**config.mk**
```make
export PLATFORM = sky130hd
export DESIGN_NAME = dispatch_group_former
export DESIGN_NICKNAME = d
export VERILOG_FILES = /design/src/rtl/dgf_pkg.sv /design/src/rtl/dgf_decode.sv /design/src/rtl/dgf_rules.sv /design/src/rtl/dgf_tracker.sv /design/src/rtl/dispatch_group_former.sv
export SDC_FILE = /design/constraint.sdc
export NUM_CORES = 1
export LEC_CHECK = 0
export BUFFER_PORTS_ARGS = -buffer_cell sky130_fd_sc_hd__buf_2
export CORE_AREA = 2 2 39 41
export DETAILED_ROUTE_END_ITERATION = 7
export DIE_AREA = 0 0 41 43
export HOLD_SLACK_MARGIN = 0.05
export PLACE_DENSITY_LB_ADDON = 0.3
export SYNTH_ARGS = -nofsm -noshare
export SYNTH_HDL_FRONTEND = slang
export SYNTH_SLANG_ARGS = --single-unit
```
**constraint.sdc**
```tcl
create_clock -name clk -period 3.7 [get_ports clk]
set_input_delay 0.37 -clock clk [delete_from_list [all_inputs] [get_ports clk]]
set_output_delay 0.37 -clock clk [all_outputs]
set_load 0.005 [all_outputs]
```
**src/rtl/dgf_pkg.sv**
```systemverilog
// Shared types for the dispatch group former.
// Assumes the 5-bit flag word layout {unit[2:0], sole, lead}.
package dgf_pkg;

    localparam int FLAG_W = 5;

    typedef enum logic [2:0] {
        UNIT_PSEUDO = 3'd0,
        UNIT_FIXED  = 3'd1,
        UNIT_LDST   = 3'd2,
        UNIT_FLOAT  = 3'd3,
        UNIT_CREG   = 3'd4,
        UNIT_VALU   = 3'd5,
        UNIT_VPERM  = 3'd6,
        UNIT_BRANCH = 3'd7
    } unit_e;

    typedef enum logic [1:0] {
        VERD_IDLE   = 2'd0,
        VERD_ACCEPT = 2'd1,
        VERD_HAZARD = 2'd2,
        VERD_NOOP   = 2'd3
    } verdict_e;

    // Packed view of the flag word; the field order fixes bit positions.
    typedef struct packed {
        unit_e unit;
        logic  sole;
        logic  lead;
    } flags_t;

endpackage

```
**src/rtl/dgf_decode.sv**
```systemverilog
// Descriptor decoder: splits the flag word and tag into the class
// signals used by the slot rules. Purely combinational.
// Assumes the tag values for a count-register write and a branch-and-link
// through that register are fixed at build time.
module dgf_decode
    import dgf_pkg::*;
#(
    parameter int                TAG_W        = 8,
    parameter logic [TAG_W-1:0]  TAG_CTR_WRITE = 8'h2A,
    parameter logic [TAG_W-1:0]  TAG_BR_CTR    = 8'h4E
) (
    input  logic [FLAG_W-1:0] flags,
    input  logic [TAG_W-1:0]  tag,
    output logic              is_pseudo,
    output logic              is_branch,
    output logic              is_creg,
    output logic              is_regular,
    output logic              needs_lead,
    output logic              is_sole,
    output logic              is_ctr_write,
    output logic              is_br_ctr
);

    flags_t fw;

    // Reinterpret the raw flag word through the packed struct.
    always_comb fw = flags_t'(flags);

    // Map the unit code onto slot classes.
    always_comb begin
        is_pseudo  = (fw.unit == UNIT_PSEUDO);
        is_branch  = (fw.unit == UNIT_BRANCH);
        is_creg    = (fw.unit == UNIT_CREG);
        is_regular = 1'b0;
        case (fw.unit)
            UNIT_FIXED, UNIT_LDST, UNIT_FLOAT,
            UNIT_VALU, UNIT_VPERM: is_regular = 1'b1;
            default:               is_regular = 1'b0;
        endcase
    end

    // Placement flags and the count-register tag matches.
    always_comb begin
        needs_lead   = fw.lead | fw.sole;
        is_sole      = fw.sole;
        is_ctr_write = (tag == TAG_CTR_WRITE);
        is_br_ctr    = (tag == TAG_BR_CTR) && (fw.unit == UNIT_BRANCH);
    end

endmodule

```
**src/rtl/dgf_rules.sv**
```systemverilog
// Slot rules: turns the decoded descriptor and the current group state
// into a verdict and the next group state. Purely combinational.
// Assumes the issued count never exceeds SLOTS-1 between cycles.
module dgf_rules
    import dgf_pkg::*;
#(
    parameter int SLOTS    = 5,
    parameter int CR_SLOTS = 2,
    localparam int CNT_W   = $clog2(SLOTS + 1)
) (
    input  logic             in_valid,
    input  logic             advance,
    input  logic             is_pseudo,
    input  logic             is_branch,
    input  logic             is_creg,
    input  logic             is_regular,
    input  logic             needs_lead,
    input  logic             is_sole,
    input  logic             is_ctr_write,
    input  logic             is_br_ctr,
    input  logic [CNT_W-1:0] issued,
    input  logic             ctr_mark,
    output verdict_e         verdict,
    output logic             close,
    output logic [CNT_W-1:0] issued_nx,
    output logic             ctr_mark_nx
);

    localparam logic [CNT_W-1:0] LAST_SLOT = CNT_W'(SLOTS - 1);
    localparam logic [CNT_W-1:0] FULL      = CNT_W'(SLOTS);
    localparam logic [CNT_W-1:0] CR_LIMIT  = CNT_W'(CR_SLOTS);

    logic             lead_block;
    logic             class_block;
    logic             noop_hit;
    logic [CNT_W-1:0] bump;

    // Hazard and no-op conditions in priority order.
    always_comb begin
        lead_block  = needs_lead && (issued != '0);
        class_block = ((is_regular || is_creg) && (issued >= LAST_SLOT))
                    || (is_creg && (issued >= CR_LIMIT));
        noop_hit    = is_br_ctr && ctr_mark;
    end

    // Verdict selection.
    always_comb begin
        if (!in_valid || advance)          verdict = VERD_IDLE;
        else if (is_pseudo)                verdict = VERD_ACCEPT;
        else if (lead_block || class_block) verdict = VERD_HAZARD;
        else if (noop_hit)                 verdict = VERD_NOOP;
        else                               verdict = VERD_ACCEPT;
    end

    // Slot count after this cycle: a branch or sole instruction fills the group.
    always_comb begin
        if ((verdict == VERD_ACCEPT) && (is_branch || is_sole))
            bump = FULL;
        else
            bump = issued + CNT_W'(1);
    end

    // Next group state and the group-close strobe.
    always_comb begin
        close       = 1'b0;
        issued_nx   = issued;
        ctr_mark_nx = ctr_mark;
        if (advance) begin
            close       = (issued != '0);
            issued_nx   = '0;
            ctr_mark_nx = 1'b0;
        end else if (verdict == VERD_HAZARD) begin
            close       = 1'b1;
            issued_nx   = '0;
            ctr_mark_nx = 1'b0;
        end else if ((verdict == VERD_NOOP) ||
                     ((verdict == VERD_ACCEPT) && !is_pseudo)) begin
            if (bump >= FULL) begin
                close       = 1'b1;
                issued_nx   = '0;
                ctr_mark_nx = 1'b0;
            end else begin
                issued_nx   = bump;
                ctr_mark_nx = ctr_mark ||
                              ((verdict == VERD_ACCEPT) && is_ctr_write);
            end
        end
    end

endmodule

```
**src/rtl/dgf_tracker.sv**
```systemverilog
// Group state registers: issued slot count and count-register marker.
// Assumes the synchronous active-low reset starts an empty group.
module dgf_tracker #(
    parameter int SLOTS  = 5,
    localparam int CNT_W = $clog2(SLOTS + 1)
) (
    input  logic             clk,
    input  logic             rst_n,
    input  logic [CNT_W-1:0] issued_nx,
    input  logic             ctr_mark_nx,
    output logic [CNT_W-1:0] issued,
    output logic             ctr_mark
);

    // Register the next group state each cycle.
    always_ff @(posedge clk) begin
        if (!rst_n) begin
            issued   <= '0;
            ctr_mark <= 1'b0;
        end else begin
            issued   <= issued_nx;
            ctr_mark <= ctr_mark_nx;
        end
    end

endmodule

```
**src/rtl/dispatch_group_former.sv**
```systemverilog
// Dispatch group former top: decodes each descriptor, applies the slot
// rules against the group in progress and keeps the group state.
// Assumes the producer holds a descriptor steady until in_ready is high.
module dispatch_group_former
    import dgf_pkg::*;
#(
    parameter int               SLOTS         = 5,
    parameter int               CR_SLOTS      = 2,
    parameter int               TAG_W         = 8,
    parameter logic [TAG_W-1:0] TAG_CTR_WRITE = 8'h2A,
    parameter logic [TAG_W-1:0] TAG_BR_CTR    = 8'h4E
) (
    input  logic                         clk,
    input  logic                         rst_n,
    input  logic                         in_valid,
    input  logic [4:0]                   in_flags,
    input  logic [TAG_W-1:0]             in_tag,
    input  logic                         advance,
    output logic                         in_ready,
    output logic [1:0]                   verdict,
    output logic [$clog2(SLOTS+1)-1:0]   slot_idx,
    output logic                         group_end
);

    localparam int CNT_W = $clog2(SLOTS + 1);

    logic             is_pseudo, is_branch, is_creg, is_regular;
    logic             needs_lead, is_sole, is_ctr_write, is_br_ctr;
    logic [CNT_W-1:0] issued, issued_nx;
    logic             ctr_mark, ctr_mark_nx;
    logic             close;
    verdict_e         verd;

    dgf_decode #(
        .TAG_W         (TAG_W),
        .TAG_CTR_WRITE (TAG_CTR_WRITE),
        .TAG_BR_CTR    (TAG_BR_CTR)
    ) decode_i (
        .flags        (in_flags),
        .tag          (in_tag),
        .is_pseudo    (is_pseudo),
        .is_branch    (is_branch),
        .is_creg      (is_creg),
        .is_regular   (is_regular),
        .needs_lead   (needs_lead),
        .is_sole      (is_sole),
        .is_ctr_write (is_ctr_write),
        .is_br_ctr    (is_br_ctr)
    );

    dgf_rules #(
        .SLOTS    (SLOTS),
        .CR_SLOTS (CR_SLOTS)
    ) rules_i (
        .in_valid     (in_valid),
        .advance      (advance),
        .is_pseudo    (is_pseudo),
        .is_branch    (is_branch),
        .is_creg      (is_creg),
        .is_regular   (is_regular),
        .needs_lead   (needs_lead),
        .is_sole      (is_sole),
        .is_ctr_write (is_ctr_write),
        .is_br_ctr    (is_br_ctr),
        .issued       (issued),
        .ctr_mark     (ctr_mark),
        .verdict      (verd),
        .close        (close),
        .issued_nx    (issued_nx),
        .ctr_mark_nx  (ctr_mark_nx)
    );

    dgf_tracker #(
        .SLOTS (SLOTS)
    ) tracker_i (
        .clk         (clk),
        .rst_n       (rst_n),
        .issued_nx   (issued_nx),
        .ctr_mark_nx (ctr_mark_nx),
        .issued      (issued),
        .ctr_mark    (ctr_mark)
    );

    // Drive the output ports from the rule and state signals.
    always_comb begin
        verdict   = verd;
        in_ready  = (verd == VERD_ACCEPT);
        slot_idx  = issued;
        group_end = close;
    end

endmodule

```
After elaboration in Yosys (flattened, before gate mapping)
Index checks and enable logic that the tools add are counted.
{ "word_totals": {"ff_bits": 4, "inputBits": 17, "output_inout_bits": 7, "word_cells": 53} }
{ "op_classes": {"bitwise": 2, "n_addsub": 1, "n_eq_ne": 12, "magnitude_cmp": 3, "n_reduce_logical": 21, "n_mux": 12} }
{ "op_table": {"columns": ["op", "n"], "rows": [
  ["$eq A3 B3 Y1 const B", 4],
  ["$eq A8 B6 Y1 const B", 1],
  ["$eq A8 B7 Y1 const B", 1],
  ["$logic_and A1 B1 Y1", 8],
  ["$mux W2", 4],
  ["$logic_or A1 B1 Y1", 7],
  ["$eq A3 B2 Y1 const B", 2],
  ["$ge A3 B3 Y1 const B", 2],
  ["$mux W1", 6],
  ["$mux W3", 2],
  ["$reduce_or A5 Y1", 1],
  ["$eq A2 B2 Y1 const B", 2],
  ["$add A3 B1 Y3 const B", 1],
  ["$eq A3 B1 Y1 const B", 1],
  ["$ge A3 B2 Y1 const B", 1],
  ["$logic_not A3 Y1", 1],
  ["$reduce_bool A3 Y1", 1],
  ["$reduce_or A3 Y1", 1],
  ["$eq A2 B1 Y1 const B", 1],
  ["$logic_not A1 Y1", 2],
  ["$not A1 Y1", 1],
  ["$or A1 B1 Y1", 1]
]} }

Longest topological paths before layout
Gate-level depths: netlist of the first run.
{ "logic_depth": {"ltp_word": 18, "depth_mapped": 6, "depth_no_buf": 6} }

By module
A second synthesis of the first run with hierarchy kept.
{ "hier_totals": {"cells_unflattened": 54, "hier_area_um2": 435.4} }
{ "by_module_without_submodules": {"columns": ["module", "instances", "area_each_um2", "seq_area_each_um2", "cells_per_inst"], "rows": [
  ["dgf_rules", 1, 235.2, 0.0, 31],
  ["dgf_tracker", 1, 105.1, 80.1, 8],
  ["dgf_decode", 1, 81.3, 0.0, 14],
  ["dispatch_group_former", 1, 13.8, 0.0, 1]
]} }

Worst setup path before layout of the first run
Ideal clock, no wire load.
{ "synth_timing": {"kind": "register -> output", "start": "register tracker_i.issued[0]", "end": "output group_end", "required_time_ns": 3.330, "n_path_buf": 0, "path_slack_ns": 1.648, "arrival_ns": 1.682, "stages_incl_launch_ff": 7, "cell_sequence": "dfxtp_1 > inv_1 > ha_1 > or3_1 > a222oi_1 > a311o_1 > a22o_1"} }
{ "synth_between": {"elab_chain_cells": 15, "elab_cells_between_ends": 24, "classes_between": "1 x add/sub; 3 x order compare; 3 x eq/ne; 8 x mux; 9 x reduce/logical"} }
{ "synth_lines": {"columns": ["item", "line_no", "text"], "rows": [
  ["from (decl)", "dgf_tracker.sv:11", "output logic [CNT_W-1:0] issued,"],
  ["from (signal assigned)", "dgf_tracker.sv:21", "issued <= issued_nx;"],
  ["$ge A3 B3 Y1 or $ge A3 B2 Y1 (tied branches)", "dgf_rules.sv:41, dgf_rules.sv:42", null],
  ["$logic_and A1 B1 Y1 (on tied branches)", "dgf_rules.sv:41, dgf_rules.sv:42", null],
  ["$logic_or A1 B1 Y1", "dgf_rules.sv:42", "|| (is_creg && (issued >= CR_LIMIT));"],
  ["$logic_or A1 B1 Y1", "dgf_rules.sv:50", "else if (lead_block || class_block) verdict = VERD_HAZARD;"],
  ["$mux W2", "dgf_rules.sv:50", null],
  ["$mux W2", "dgf_rules.sv:49", "else if (is_pseudo) verdict = VERD_ACCEPT;"],
  ["$mux W2", "dgf_rules.sv:48", "if (!in_valid || advance) verdict = VERD_IDLE;"],
  ["$eq A2 B1 Y1", "dgf_rules.sv:57, dgf_rules.sv:77", null],
  ["$logic_and A1 B1 Y1", "dgf_rules.sv:57", "if ((verdict == VERD_ACCEPT) && (is_branch || is_sole))"],
  ["$mux W3", "dgf_rules.sv:57", null],
  ["$ge A3 B3 Y1", "dgf_rules.sv:78", "if (bump >= FULL) begin"],
  ["$mux W1", "dgf_rules.sv:78", null],
  ["$mux W1", "dgf_rules.sv:76", "end else if ((verdict == VERD_NOOP) ||"],
  ["$mux W1", "dgf_rules.sv:72", "end else if (verdict == VERD_HAZARD) begin"],
  ["$mux W1 *", "dgf_rules.sv:68", "if (advance) begin"],
  ["to (decl)", "dispatch_group_former.sv:22", "output logic group_end"]
]} }
Every way passes the cells marked *; elsewhere a longest branch is shown, timed or not.

Worst setup path after layout of the first run
Same ends and word-level chain as after synthesis.

==> results.sh, run 1 <==
export IMPL_synth_area_leader_cell="dfxtp_1"
export IMPL_required_ns=3.33
export IMPL_first_iter_violations=9
export IMPL_crit_type="flip-flop to primary output"
export IMPL_place_ws_ns=1.46
export IMPL_syn_inst=57
export IMPL_critPathArrivalTime_ns=2.06
export IMPL_rsz0062_at_grt="false"
export IMPL_fin_setup_tns_ns=0
export IMPL_dp_hpwl_um=932
export IMPL_finalMaxSlewViolations=0
export IMPL_cp_slowest_stage_delay_ns=0.38
export IMPL_synth_area_leaders="dfxtp_1 (18%), ha_1 (8.4%), nand2b_1 (7.0%)"
export IMPL_dr_pass1_iters=4
export IMPL_die_x_um=41
export IMPL_h_tree_depth=1
export IMPL_cts_root_buffer_cell="clkbuf_4"
export IMPL_fin_skew_ns=0.00126
export IMPL_rows=14
export IMPL_n_fill_cell=145
export IMPL_ant_nets=0
export IMPL_avgSynthCellArea_um2=7.88
export IMPL_fin_crit_ns=2.43
export IMPL_drive_gt1_frac=0.354
export IMPL_fin_nets=104
export IMPL_relSlewSlack=0.671
export IMPL_cts_inserted_buffers=3
export IMPL_synth_top_flop_cell="dfxtp_1"
export IMPL_yosys_warnings=0
export IMPL_clk_pin_slew_ns=0.04
export IMPL_antenna_cells=0
export IMPL_yosysTopAreaCellShare=0.178
export IMPL_yosys_top_cells_count="nand2_1 (5), nand2b_1 (5), dfxtp_1 (4)"
export IMPL_hold_viol=0
export IMPL_route_detailed_drc=0
export IMPL_postCtsSetupBuffers=0
export IMPL_hp_class="flip-flop to flip-flop"
export IMPL_synthArstFlopShare=0
export IMPL_syn_nets=77
export IMPL_drt_wirelength_per_cell_um=11.1
export IMPL_setup_viol=0
export IMPL_cts_hold_buf=0
export IMPL_core_mm2=0.00138
export IMPL_fmax_mhz=412
export IMPL_clock_latency_ns=0.23
export IMPL_maxCapViolCount=0
export IMPL_worstSetupStartpointType="flip-flop"
export IMPL_cts_sinks=4
export IMPL_gp_congestion=0.788
export IMPL_worst_pin_slew_ns=0.492
export IMPL_dieArea_mm2=0.00176
export IMPL_num_vias=513
export IMPL_p_leak_uw=0.000272
export IMPL_ys_types=32
export IMPL_cts_tree="done"
export IMPL_synth_edf_count=0
export IMPL_crit_path_top_delay_cell="a222oi_1"
export IMPL_die_h_um=43
export IMPL_synthToLayoutAreaGrowth_pct=34.0
export IMPL_drt_total_wl_um=1090
export IMPL_setup_slack_ns=1.27
export IMPL_end_kind="primary output"
export IMPL_gr_total_overflow=0
export IMPL_period_share=0.656
export IMPL_antenna_found_initial=0
export IMPL_peakVddDrop_uv=141
export IMPL_grt_start_max_net_pins=11
export IMPL_initial_core_util=0.325
export IMPL_io_pins=24
export IMPL_yosys_register_bits=4
export IMPL_yosysSeqAreaShare=0.178
export IMPL_clockBufferDepth=2
export IMPL_netlist_area_um2=449
export IMPL_portBuffers=23
export IMPL_grt_first_pass_wirelength_um=1610
export IMPL_ctsResizeCount=0
export IMPL_grt_pass1_vias=433
export IMPL_worst_path_max_fanout=5
export IMPL_powerDensity_mw_per_mm2=205
export IMPL_vias_per_cell=5.23
export IMPL_crit_chain="inv_1, ha_1, or3_1, a222oi_1, a311o_1, a22o_1, buf_2"
export IMPL_status="completed"
export IMPL_grt_usage=0.131
## per-layer routing
layer  GRT usage  routed length, um
met1       0.174                536
met2       0.200                500
met3      0.0157                 47
met4      0.0600                  0
met5           0                  0
## logic make-up (layout without fill, tap and decap cells)
| family | Yosys count | in the layout | share of synthesized area |
|---|---|---|---|
| buffers and inverters | 3 | 28 | 0.0279 |
| and+or+nand+nor | 31 | 31 | 0.423 |
| xor gates and xnor gates | 2 | 2 | 0.0390 |
| adders and majority gates | 3 | 3 | 0.0836 |
| AOI/OAI and AO/OA | 14 | 14 | 0.248 |
| DFF | 4 | 4 | 0.178 |
## layout make-up
type,count,area (um^2),share of cell area
Sequential cell,4,80.1,0.133
Inverter,2,7.51,0.0125
Timing Repair Buffer,23,115,0.191
Multi-Input combinational cell,50,357,0.593
Tap cell,16,20.0,0.0333
Clock buffer,3,22.5,0.0374
## layout by cell type (no fill, tap or decap), drive strengths merged, types with 2 or more instances in the layout
cell type / n
buf: 23
nand2b: 5
nand2: 5
dfxtp: 4
nor2: 3
nand4: 3
ha: 3
clkbuf: 3
inv: 2
or3: 2
a22o: 2
nor2b: 2
nand4b: 2
a21oi: 2
nor3: 2
o32ai: 2
nand3: 2
## power by group
| part | internal [uW] | switching, uW | total, uW |
|---|---|---|---|
| Sequential | 43.6 | 0.255 | 43.9 |
| Combinational | 13.8 | 14.4 | 28.2 |
| Clock | 36.1 | 15.4 | 51.6 |
| Total | 93.6 | 30.1 | 124 |
## final timing paths
| check | start | to | slack, ns | cells after the start |
|---|---|---|---|---|
| max reg2reg | tracker_i.issued[0] | tracker_i.ctr_mark | 1.86 | 6 |
| max | tracker_i.issued[0] | group_end | 1.27 | 7 |
| min reg2reg | tracker_i.ctr_mark | tracker_i.ctr_mark | 0.47 | 2 |
| min | tracker_i.ctr_mark | tracker_i.ctr_mark | 0.47 | 2 |
## flip-flops by register name, summed over array words and instances, names as in the netlist
register and count:
tracker_i.issued 3, tracker_i.ctr_mark 1
## worst max-delay path: cells and delay by family (launching register included)
family,cells,cell delay (ns)
DFF,1,0.37
AOI/OAI and AO/OA,3,0.75
adders and majority gates,1,0.19
and+or+nand+nor,1,0.32
buffers and inverters,2,0.20
## through the flow
step                instances  hold WS [ns]  total power [uW]  instance area [um^2]   util
global placement           95         0.465              72.4                   579  0.419
global route               98         0.503               133                   602  0.435
detailed placement         95         0.467              72.8                   579  0.419
finish                     98         0.470               124                   602  0.435
CTS                        98         0.471               127                   602  0.435
floorplan                  57         0.438              58.2                   449      -
Power figures use the tool's default switching activity.
==> run 2, diff against run 1 <==
==> constraint.sdc (replaced) <==
create_clock -name clk -period 2.4 [get_ports clk]
set_input_delay 0.24 -clock clk [delete_from_list [all_inputs] [get_ports clk]]
set_output_delay 0.24 -clock clk [all_outputs]
set_load 0.005 [all_outputs]
==> run 2 against run 1 <==
Against the previous run:
- largest cell class unchanged
- via count rose by 3.9%
- clock skew about the same
- combinational power grew 60%
- global-route usage is 1.1 points higher
- flip-flop and latch count is the same
- sequential power is 54% higher
- cell area up 3.5%
==> results.sh, run 2 (synthesis gave the netlist of run 1 again) <==
export IMPL_crit_chain="inv_2, buf_4, ha_1, nand2b_1, a32o_1, a311o_1, a22o_1, buf_2"
export IMPL_antenna_found_initial=0
export IMPL_worstSetupStartpointType="flip-flop"
export IMPL_ant_nets=0
export IMPL_cts_sinks=4
export IMPL_worst_pin_slew_ns=0.503
export IMPL_combPwrFrac=0.233
export IMPL_period_share=0.960
export IMPL_final_common_cell="buf_2"
export IMPL_dieArea_mm2=0.00176
export IMPL_hp_class="input pin to flip-flop"
export IMPL_crit_type="flip-flop to primary output"
export IMPL_fin_nets=106
export IMPL_clk_pin_slew_ns=0.03
export IMPL_portBuffers=23
export IMPL_worst_path_max_fanout=4
export IMPL_utilization=0.450
export IMPL_fin_setup_tns_ns=0
export IMPL_cts_hold_buf=0
export IMPL_io_pins=24
export IMPL_antenna_cells=0
export IMPL_dp_hpwl_um=950
export IMPL_die_h_um=43
export IMPL_gp_congestion=0.748
export IMPL_maxCapViolCount=0
export IMPL_cts_root_buffer_cell="clkbuf_4"
export IMPL_fmax_mhz=434
export IMPL_die_x_um=41
export IMPL_status="completed"
export IMPL_setup_viol=0
export IMPL_reg_largest_list="tracker_i.issued (3), tracker_i.ctr_mark (1)"
export IMPL_cp_slowest_stage_delay_ns=0.35
export IMPL_cts_tree="done"
export IMPL_grt_start_max_net_pins=11
export IMPL_place_ws_ns=0.314
export IMPL_fin_skew_ns=0.00115
export IMPL_largest_register_ffs=3
export IMPL_fin_cells=100
export IMPL_h_tree_depth=1
export IMPL_rows=14
export IMPL_required_ns=2.16
export IMPL_first_iter_violations=10
export IMPL_end_kind="primary output"
export IMPL_gr_total_overflow=0
export IMPL_fin_crit_ns=2.30
export IMPL_power_uw=193
export IMPL_regMostFlops="tracker_i.issued"
export IMPL_critPathArrivalTime_ns=2.06
export IMPL_setup_slack_ns=0.0969
export IMPL_peakVddDrop_uv=265
export IMPL_cts_inserted_buffers=3
export IMPL_drive_gt1_frac=0.405
export IMPL_switchingPower_uw=47.9
export IMPL_clkPwrFrac=0.416
export IMPL_grt_first_pass_wirelength_um=1770
export IMPL_intPower_uw=145
export IMPL_vias_per_cell=5.33
export IMPL_relSlewSlack=0.664
export IMPL_route_detailed_drc=0
export IMPL_hold_viol=0
export IMPL_drt_wirelength_per_cell_um=11.7
export IMPL_num_vias=533
export IMPL_layout_common_cells="buf_2 (23), nand2b_1 (5), nand2_1 (5)"
export IMPL_finalMaxSlewViolations=0
export IMPL_netSwitchingFraction=0.248
export IMPL_clock_latency_ns=0.23
export IMPL_powerDensity_mw_per_mm2=310
export IMPL_grt_usage=0.141
export IMPL_p_leak_uw=0.000280
export IMPL_clockBufferDepth=2
export IMPL_core_mm2=0.00138
export IMPL_dr_pass1_iters=4
export IMPL_dp_cells=95
export IMPL_crit_path_top_delay_cell="dfxtp_2"
export IMPL_synthToLayoutAreaGrowth_pct=38.7
export IMPL_initial_core_util=0.325
export IMPL_drt_total_wl_um=1170
export IMPL_grt_pass1_vias=474
export IMPL_seq_power_share=0.351
-- run 2: changes by cell type in the layout (fill, tap and decap cells not counted) --
cell     previous run  this run
buf_4               0         2
inv_1               2         1
inv_2               0         1
or3_1               2         1
dfxtp_2             0         1
or3_4               0         1
dfxtp_1             4         3
-- run 2: final timing paths --
kind | start | to | slack (ns) | depth (start not counted)
max | tracker_i.issued[0] | group_end | 0.1 | 8
min | in_tag[6] | tracker_i.ctr_mark | 0.36 | 4
max reg2reg | tracker_i.issued[0] | tracker_i.ctr_mark | 0.60 | 7
min reg2reg | tracker_i.ctr_mark | tracker_i.ctr_mark | 0.47 | 2
-- run 2: critical path, delay by kind of cell (launching register included) --
family	cells	cell delay, ns
buffers and inverters	3	0.30
adder cells (fa/ha/maj)	1	0.29
AO/OA/AOI/OAI	3	0.73
flip-flops	1	0.35
AND/OR/NAND/NOR	1	0.16
-- run 2: final cells by class --
| cell class | count | area [um^2] |
|---|---|---|
| Fill cell | 157 | 761 |
| Multi-Input combinational cell | 50 | 362 |
| Timing Repair Buffer | 25 | 130 |
| Sequential cell | 4 | 81.3 |
| Clock buffer | 3 | 22.5 |
| Tap cell | 16 | 20.0 |
| Inverter | 2 | 7.51 |
-- run 2: power by group through the flow --
| stage | clock network (uW) | logic (uW) | registers [uW] |
|---|---|---|---|
| after floorplan | 0 | 21.0 | 68.7 |
| after global placement | 0 | 43.1 | 68.6 |
| after detailed placement | 0 | 44.0 | 68.7 |
| after CTS | 83.9 | 44.1 | 67.7 |
| after global routing | 88.3 | 50.1 | 67.7 |
| final | 80.3 | 45.0 | 67.8 |
-- run 2: timing repair --
action | CTS | global route
setup endpoints to repair | 0 | 2
resized for setup | 0 | 3
setup buffers | 0 | 2
hold endpoints to repair | 0 | 0
-- run 2: stage by stage --
stage / hold slack, ns / cell area, um^2
after floorplan: 0.438 / 449
after global placement: 0.467 / 579
after detailed placement: 0.466 / 579
after CTS: 0.354 / 602
after global routing: 0.372 / 623
final: 0.363 / 623
-- run 2: routing by layer --
layer / part of all wire / wire, um / global-route usage
met2: 0.48 / 558 / 0.222
met1: 0.47 / 554 / 0.186
met5: 0 / 0 / 0
met3: 0.038 / 45 / 0.0157
met4: 0.013 / 15 / 0.0600
==> run 3, diff against run 2 <==
==> constraint.sdc (replaced) <==
create_clock -name clk -period 2.8 [get_ports clk]
set_input_delay 0.28 -clock clk [delete_from_list [all_inputs] [get_ports clk]]
set_output_delay 0.28 -clock clk [all_outputs]
set_load 0.005 [all_outputs]
==> run 3 against run 2 <==
Against the previous run:
- non-clock buffer count decreased by 2
- cell area decreased by 3.4%
- global-route usage unchanged
- first-iteration DRC count unchanged
- via count decreased by 4.1%
- clock skew about the same
- critical endpoint unchanged
- power decreased by 15%
==> results.sh, run 3 (synthesis gave the netlist of run 1 again) <==
export IMPL_cp_slowest_stage_delay_ns=0.38
export IMPL_antenna_cells=0
export IMPL_regMostFlops="tracker_i.issued"
export IMPL_dieArea_mm2=0.00176
export IMPL_postCtsSetupBuffers=0
export IMPL_p_leak_uw=0.000272
export IMPL_die_x_um=41
export IMPL_h_tree_depth=1
export IMPL_gp_congestion=0.748
export IMPL_switchingPower_uw=40.4
export IMPL_reg2reg_slack_ns=0.94
export IMPL_final_common_cell="buf_2"
export IMPL_fin_nets=104
export IMPL_worst_path_max_fanout=5
export IMPL_dp_hpwl_um=958
export IMPL_ant_nets=0
export IMPL_reg_largest_list="tracker_i.issued (3), tracker_i.ctr_mark (1)"
export IMPL_fmax_mhz=423
export IMPL_fin_crit_ns=2.36
export IMPL_setup_viol=0
export IMPL_rows=14
export IMPL_drt_total_wl_um=1100
export IMPL_grt_start_max_net_pins=11
export IMPL_cts_sinks=4
export IMPL_vias_per_cell=5.21
export IMPL_clkPwrFrac=0.418
export IMPL_fin_skew_ns=0.00120
export IMPL_fin_setup_tns_ns=0
export IMPL_r2r_cells=6
export IMPL_min_to="tracker_i.ctr_mark"
export IMPL_cts_root_buffer_cell="clkbuf_4"
export IMPL_maxCapViolCount=0
export IMPL_holdPathStages=4
export IMPL_hold_viol=0
export IMPL_antenna_found_initial=0
export IMPL_worstSetupStartpointType="flip-flop"
export IMPL_intPower_uw=124
export IMPL_status="completed"
export IMPL_relSlewSlack=0.674
export IMPL_io_pins=24
export IMPL_largest_register_ffs=3
export IMPL_drive_gt1_frac=0.354
export IMPL_netSwitchingFraction=0.246
export IMPL_initial_core_util=0.325
export IMPL_gr_total_overflow=0
export IMPL_cts_inserted_buffers=3
export IMPL_period_share=0.844
export IMPL_crit_chain="inv_1, ha_1, or3_1, a222oi_1, a311o_1, a22o_1, buf_2"
export IMPL_end_kind="primary output"
export IMPL_die_h_um=43
export IMPL_crit_type="flip-flop to primary output"
export IMPL_peakVddDrop_uv=228
export IMPL_utilization=0.435
export IMPL_timing_rr_start="tracker_i.issued[0]"
export IMPL_grt_pass1_vias=449
export IMPL_grt_first_pass_wirelength_um=1770
export IMPL_grt_usage=0.141
export IMPL_rsz0062_at_grt="false"
export IMPL_cpLargestDelayFamily="compound AO/OA/AOI/OAI gates"
export IMPL_cts_tree="done"
export IMPL_holdCritStartpoint="in_tag[2]"
export IMPL_powerDensity_mw_per_mm2=273
export IMPL_clockBufferDepth=2
export IMPL_multi_input_area_um2=357
export IMPL_hp_class="input pin to flip-flop"
export IMPL_num_vias=511
export IMPL_critPathArrivalTime_ns=2.08
export IMPL_core_mm2=0.00138
export IMPL_worst_pin_slew_ns=0.487
export IMPL_finalMaxSlewViolations=0
export IMPL_n_fill_cell=145
export IMPL_combPwrFrac=0.228
export IMPL_r2r_end="tracker_i.ctr_mark"
export IMPL_crit_buf_inv=2
export IMPL_route_detailed_drc=0
export IMPL_seq_power_share=0.354
export IMPL_first_iter_violations=10
export IMPL_crit_path_top_delay_cell="a222oi_1"
export IMPL_synthToLayoutAreaGrowth_pct=34.0
export IMPL_layout_common_cells="buf_2 (23), nand2b_1 (5), nand2_1 (5)"
export IMPL_drt_wirelength_per_cell_um=11.3
export IMPL_portBuffers=23
export IMPL_dr_pass1_iters=4
export IMPL_clk_pin_slew_ns=0.03
export IMPL_ctsResizeCount=0
export IMPL_clock_latency_ns=0.23
export IMPL_regArea_um2=80.1
export IMPL_required_ns=2.52
export IMPL_cts_hold_buf=0
-- run 3: cell count changes in the layout (fill, tap and decap cells not counted), sizes merged --
cell	change
buf	-2
-- run 3: final cells by class --
cell class,count,area share
clock buffers,3,0.0374
repair buffers,23,0.191
flip-flops and latches,4,0.133
multi-input cells,50,0.593
well taps,16,0.0333
inverters,2,0.0125
-- run 3: worst min-delay path, stage by stage --
cell      delay, ns
buf_2          0.09
nor3_1         0.04
nand4b_1       0.09
a22oi_1        0.07
-- run 3: power groups by stage --
| stage | registers [uW] | clock network (uW) | logic, uW |
|---|---|---|---|
| floorplan | 58.9 | 0 | 18.0 |
| global placement | 58.8 | 0 | 36.9 |
| detailed placement | 58.9 | 0 | 37.5 |
| CTS | 58.0 | 71.9 | 37.7 |
| global route | 58.0 | 75.6 | 42.4 |
| finish | 58.0 | 68.7 | 37.4 |
-- run 3: worst max-delay path by stage --
stage	from	endpoint	depth (start not counted)
2_1_floorplan	tracker_i.issued[0]	group_end	6
3_3_place_gp	tracker_i.issued[0]	group_end	7
3_5_place_dp	tracker_i.issued[0]	group_end	7
4_1_cts	tracker_i.issued[0]	group_end	7
5_1_grt	tracker_i.issued[0]	group_end	7
6_report	tracker_i.issued[0]	group_end	7
-- run 3: metrics by stage --
stage          instances  cell area [um^2]  hold slack, ns  setup slack, ns  power (uW)
3_3_place_gp          95               579           0.467            0.713        95.8
5_1_grt               98               602           0.410            0.222         176
3_5_place_dp          95               579           0.469            0.677        96.4
4_1_cts               98               602           0.388            0.427         168
6_report              98               602           0.390            0.437         164
2_1_floorplan         57               449           0.438            0.838        76.9
-- run 3: layer usage --
metal / vias to the layer above / track usage / wire (um)
met5: - / 0 / 0
met1: 221 / 0.192 / 516
met3: 2 / 0.0209 / 71
met2: 14 / 0.213 / 500
li1: 274 / - / -
met4: 0 / 0.0600 / 15
